--- src/rtl/bga_pkg.sv ---
package bga_pkg;
   typedef enum logic [1:0] {
      ARB_RUN   = 2'd0,
      ARB_GRANT = 2'd1,
      ARB_SAVE  = 2'd2
   } arb_state_t;
endpackage

--- src/rtl/bga_nmi_latch.sv ---
// Sticky capture of a falling edge on the non-maskable interrupt pin.
module bga_nmi_latch (
   input  logic clk,
   input  logic rst_n,
   input  logic nmi_n,
   input  logic nmi_clr,
   output logic nmi_pend
);
   logic nmi_q;
   logic fall;

   assign fall = nmi_q & ~nmi_n;

   always_ff @(posedge clk or negedge rst_n) begin
      if (!rst_n) begin
         nmi_q    <= 1'b1;
         nmi_pend <= 1'b0;
      end else begin
         nmi_q <= nmi_n;
         if (fall)
            nmi_pend <= 1'b1;   // a new edge wins over a same-cycle clear
         else if (nmi_clr)
            nmi_pend <= 1'b0;
      end
   end
endmodule

--- src/rtl/bga_ctrl.sv ---
// Ownership sequencer: run, granted to external master, power-save.
module bga_ctrl
   import bga_pkg::*;
(
   input  logic       clk,
   input  logic       rst_n,
   input  logic       breq_n,
   input  logic       psave_req,
   input  logic       mc_last_t,
   input  logic       instr_end,
   output arb_state_t state,
   output logic       capture,
   output logic       int_inhibit,
   output logic       rfsh_inhibit
);
   arb_state_t nxt;
   logic       at_boundary;
   logic       take_bus;
   logic       take_save;
   logic       granted;

   assign granted   = (state == ARB_GRANT);
   assign take_bus  = (state == ARB_RUN) & mc_last_t & ~breq_n;
   assign take_save = (state == ARB_RUN) & mc_last_t & instr_end & breq_n & psave_req;
   assign capture   = take_bus;

   // the request outranks anything due at the same boundary
   assign int_inhibit  = granted | take_bus;
   assign rfsh_inhibit = granted | take_bus;

   always_comb begin
      nxt = state;
      unique case (state)
         ARB_RUN: begin
            if (take_bus)
               nxt = ARB_GRANT;
            else if (take_save)
               nxt = ARB_SAVE;
         end
         ARB_GRANT: begin
            if (breq_n)
               nxt = (at_boundary && psave_req) ? ARB_SAVE : ARB_RUN;
         end
         ARB_SAVE: begin
            if (!psave_req)
               nxt = ARB_RUN;
         end
         default: nxt = ARB_RUN;
      endcase
   end

   always_ff @(posedge clk or negedge rst_n) begin
      if (!rst_n) begin
         state       <= ARB_RUN;
         at_boundary <= 1'b0;
      end else begin
         state <= nxt;
         if (take_bus)
            at_boundary <= instr_end;
      end
   end
endmodule

--- src/rtl/bga_bus_mux.sv ---
// Pad enables, held status code and forced refresh strobe.
module bga_bus_mux #(
   parameter int ST_W = 3,
   parameter int OE_W = 3
) (
   input  logic            clk,
   input  logic            rst_n,
   input  logic            capture,
   input  logic            granted,
   input  logic [ST_W-1:0] mc_type,
   input  logic            rfsh_core_n,
   output logic [ST_W-1:0] status_o,
   output logic            rfsh_n,
   output logic [OE_W-1:0] bus_oe
);
   logic [ST_W-1:0] held;

   always_ff @(posedge clk or negedge rst_n) begin
      if (!rst_n)
         held <= '0;
      else if (capture)
         held <= mc_type;
   end

   assign status_o = granted ? held : mc_type;
   assign rfsh_n   = granted | rfsh_core_n;

   for (genvar g = 0; g < OE_W; g++) begin : g_lane
      assign bus_oe[g] = ~granted;
   end
endmodule

--- src/rtl/bus_grant_arbiter.sv ---
module bus_grant_arbiter
   import bga_pkg::*;
#(
   parameter int ST_W = 3,
   parameter int OE_W = 3
) (
   input  logic            clk,
   input  logic            rst_n,
   input  logic            breq_n,
   input  logic            psave_req,
   input  logic            mc_last_t,
   input  logic            instr_end,
   input  logic [ST_W-1:0] mc_type,
   input  logic            rfsh_core_n,
   input  logic            nmi_n,
   input  logic            nmi_clr,
   output logic            back_n,
   output logic [OE_W-1:0] bus_oe,
   output logic [ST_W-1:0] status_o,
   output logic            rfsh_n,
   output logic            int_inhibit,
   output logic            rfsh_inhibit,
   output logic            core_hold,
   output logic            psave_active,
   output logic            nmi_pend
);
   if (ST_W < 1 || ST_W > 16) begin : g_bad_st
      $error("ST_W out of range");
   end
   if (OE_W < 1 || OE_W > 32) begin : g_bad_oe
      $error("OE_W out of range");
   end

   arb_state_t state;
   logic       capture;
   logic       granted;

   bga_ctrl i_ctrl (
      .clk          (clk),
      .rst_n        (rst_n),
      .breq_n       (breq_n),
      .psave_req    (psave_req),
      .mc_last_t    (mc_last_t),
      .instr_end    (instr_end),
      .state        (state),
      .capture      (capture),
      .int_inhibit  (int_inhibit),
      .rfsh_inhibit (rfsh_inhibit)
   );

   assign granted      = (state == ARB_GRANT);
   assign back_n       = ~granted;
   assign psave_active = (state == ARB_SAVE);
   assign core_hold    = (state != ARB_RUN);

   bga_bus_mux #(.ST_W(ST_W), .OE_W(OE_W)) i_mux (
      .clk         (clk),
      .rst_n       (rst_n),
      .capture     (capture),
      .granted     (granted),
      .mc_type     (mc_type),
      .rfsh_core_n (rfsh_core_n),
      .status_o    (status_o),
      .rfsh_n      (rfsh_n),
      .bus_oe      (bus_oe)
   );

   bga_nmi_latch i_nmi (
      .clk      (clk),
      .rst_n    (rst_n),
      .nmi_n    (nmi_n),
      .nmi_clr  (nmi_clr),
      .nmi_pend (nmi_pend)
   );
endmodule

--- config.mk ---
export PLATFORM = sky130hd
export DESIGN_NAME = bus_grant_arbiter
export DESIGN_NICKNAME = d
export VERILOG_FILES = /design/src/rtl/bga_pkg.sv /design/src/rtl/bga_nmi_latch.sv /design/src/rtl/bga_ctrl.sv /design/src/rtl/bga_bus_mux.sv /design/src/rtl/bus_grant_arbiter.sv
export SDC_FILE = /design/constraint.sdc
export NUM_CORES = 1
export LEC_CHECK = 0
export BUFFER_PORTS_ARGS = -buffer_cell sky130_fd_sc_hd__buf_2
export CORE_AREA = 8 8 45 47
export CTS_CLUSTER_SIZE = 10
export DETAILED_ROUTE_END_ITERATION = 8
export DIE_AREA = 0 0 53 55
export PLACE_DENSITY = 0.7
export SLEW_MARGIN = 30
export SYNTH_ARGS = -nofsm -noshare
export SYNTH_HDL_FRONTEND = slang
export SYNTH_SLANG_ARGS = --single-unit
export TNS_END_PERCENT = 20
--- constraint.sdc ---
create_clock -name clk -period 1.4 [get_ports clk]
set_input_delay 0.14 -clock clk [delete_from_list [all_inputs] [get_ports clk]]
set_output_delay 0.14 -clock clk [all_outputs]
set_load 0.05 [all_outputs]
==> results.md <==
* Outcome: finished, violations left
* Failing checks: setup timing
* Finished Cell Area at about 740 um2
* Min Tclk post-route at 1.64 ns
* Clk_skew at 0.00998 ns
* Tot GR Track Use at 8.58%
* GPL Wtd Cong at ~0.77
* I/O Pins at 25
* Clock sinks at 8
* Post-Route WL at approximately 1.1 mm
* Vias at 362
* Nets at 77
* Slew headroom at between 80 and 90%
* Final hold viol count at 0
* DRT met1 WL at approximately 390 um
* RSZ-0062 raised after global routing: yes
* DR WL/cell at 13.7 um
* HP Class: in2reg
* First-pass GRT wire length at 1.86 mm
* I/O Buffers at 24
* Post-DP Area at 586 um2
* Part of the cycle the worst path needs at 117%
* Final setup fails at 9
* Worst VDD drop at 0.000616 V
* CP Capture Type: output port
* Full die area at between 2000 and 3000 um2
* CTS root buffer: clkbuf_4
* WS Path Type: reg2out
* ANT cells at 0
* Remaining DRCs at 0
* Die Wd at ~53 um
* Worst-path maximum fanout at 2
* Vias in the first global route at 438
* Worst setup SP type: flop
* Critical Path AT at approximately 1.5 ns
* Post-synthesis instance total at 34
* Synthesized area at 429 um2
* Post-Syn Area per Cell at 12.6 um2
* Iter 0 DRT Violations at 0
* Final HPWL DP at slightly above 800 um
* Max-cap violations at 0
* Core area at 1380 um2
* Worst-Skew Late Latency at 0.25 ns
* Max Clock Freq at between 600 and 700 MHz
* Placed insts at 74
* Crit path required time at 1.26 ns
* Total power at 1.09 mW
* Initial antenna violation count at 0
* Htree depth at 1
* P per Cell Area at 1470 nW/um2
* Register area share after synthesis at 46.9%
* Non-Filler Instances at 80
* Area Growth Syn to Fin at 73.2%
* Syn. warnings at 0
* Avg Vias per Cell at approximately 4.5
* Total grt overflow at 0
* Slew of the pin with the lowest slew margin at between 0.2 and 0.3 ns
* Cell variety after synth at 17
* CTS tree: built
* Syn nets at 46
* Share of layout cells above drive strength 1 at 75.0%
* Total CTS buffers at 3
* Most common cell after layout, fill and taps aside: buf_2
* CTS clk-pin slew, worst paths at 0.06 ns
* Metal3 WL at between 100 and 150 um
* Commonest cells after routing, fill and taps aside: buf_2, buf_6, dfrtp_1
* Antenna Nets Post-Route at 0
* Fin. max-slew vios at 0
* Setup bufs post-CTS at 0
* Top routing layer in use: met3
* Cell leakage power at 0.384 nW
* Die H at 55 um
* Metal2 WL at 561 um
* Final worst setup slack at -0.243 ns
* CTS max path bufs at 2
* Initial Util at 31.0%
* Register bit total from synthesis at 8
* 1st-pass router iterations at 1
* Site row count at 14
* Largest net degree at the start of global routing at 9
[per-stage QoR]
step           setup TNS (ns)  worst slack (ns)  hold slack (ns)  util [%]
3_3_place_gp           -0.543           -0.0824          -0.0145      42.3
4_1_cts                 -1.42            -0.251           0.0681      52.4
3_5_place_dp           -0.647           -0.0988          -0.0108      42.3
2_1_floorplan          -0.287           -0.0553           -0.156         -
6_report                -1.34            -0.243           0.0744      53.7
5_1_grt                 -1.92            -0.288           0.0743      53.7
[layer usage]
| layer | global-route usage, % | vias up |
|---|---|---|
| met4 | 2.59 | 0 |
| met2 | 15.4 | 19 |
| li1 | - | 173 |
| met1 | 8.36 | 170 |
| met5 | 0 | - |
| met3 | 4.55 | 0 |
[area by class of cell]
class	count	area (um2)
repair buffers	32	275
inverters	2	7.51
fillers	119	641
clock buffers	4	26.3
well taps	16	20.0
multi-input cells	18	213
flip-flops and latches	8	201
[worst max-delay path: stages (launching register included)]
cell     delay [ns]
dfrtp_1        0.38
or4b_4         0.52
buf_6          0.14
nand2_8        0.07
buf_8          0.14
[state kept, by name, indices dropped and copies added (netlist names)]
| register | count |
|---|---|
| i_mux.held | 3 |
| i_ctrl.state | 2 |
| i_ctrl.at_boundary | 1 |
| i_nmi.nmi_pend | 1 |
| i_nmi.nmi_q | 1 |
[cell usage after synthesis (all sizes together)]
cell / instances / area, um2
nor2b: 1 / 6.26
or4b: 1 / 10.0
or2: 1 / 6.26
mux2: 7 / 93.8
dfrtp: 7 / 175
buf: 5 / 41.3
o21ai: 1 / 5.00
inv: 2 / 7.51
nand2: 1 / 3.75
nand2b: 2 / 12.5
clkbuf: 1 / 3.75
dfstp: 1 / 26.3
o31a: 1 / 8.76
o22ai: 1 / 6.26
and4b: 2 / 22.5
[logic make-up (layout without fill, tap and decap cells)]
logic type	Yosys count	after routing	share of synthesized area (%)
AO/OA/AOI/OAI	3	3	4.66
multiplexers	7	7	21.9
buffers and inverters	8	38	12.2
AND/OR/NAND/NOR	8	8	14.3
flip-flops	8	8	46.9
[worst paths after layout]
| kind | startpoint | end | slack [ns] | cells after the start |
|---|---|---|---|---|
| min in group asynchronous | rst_n | i_ctrl.state[1] | 0.26 | 2 |
| max in group asynchronous | rst_n | i_nmi.nmi_q | 0.89 | 2 |
| worst min register to register | i_ctrl.at_boundary | i_ctrl.at_boundary | 0.51 | 1 |
| worst max register to register | i_ctrl.state[1] | i_mux.held[2] | -0.10 | 3 |
| worst max-delay path | i_ctrl.state[1] | int_inhibit | -0.24 | 4 |
| worst min-delay path | nmi_clr | i_nmi.nmi_pend | 0.07 | 2 |
[timing repair]
item | 4_1_cts | 5_1_grt
endpoints found under the setup margin | 15 | 16
endpoints found under the hold margin | 9 | 0
hold buffers | 2 | 0
resized for setup | 28 | 7
[power by group]
group,total (mW),internal [mW],switching [mW]
Combinational,0.606,0.267,0.339
Clock,0.186,0.109,0.0770
Sequential,0.302,0.278,0.0241
No activity file was read; power rests on OpenSTA's default activity.
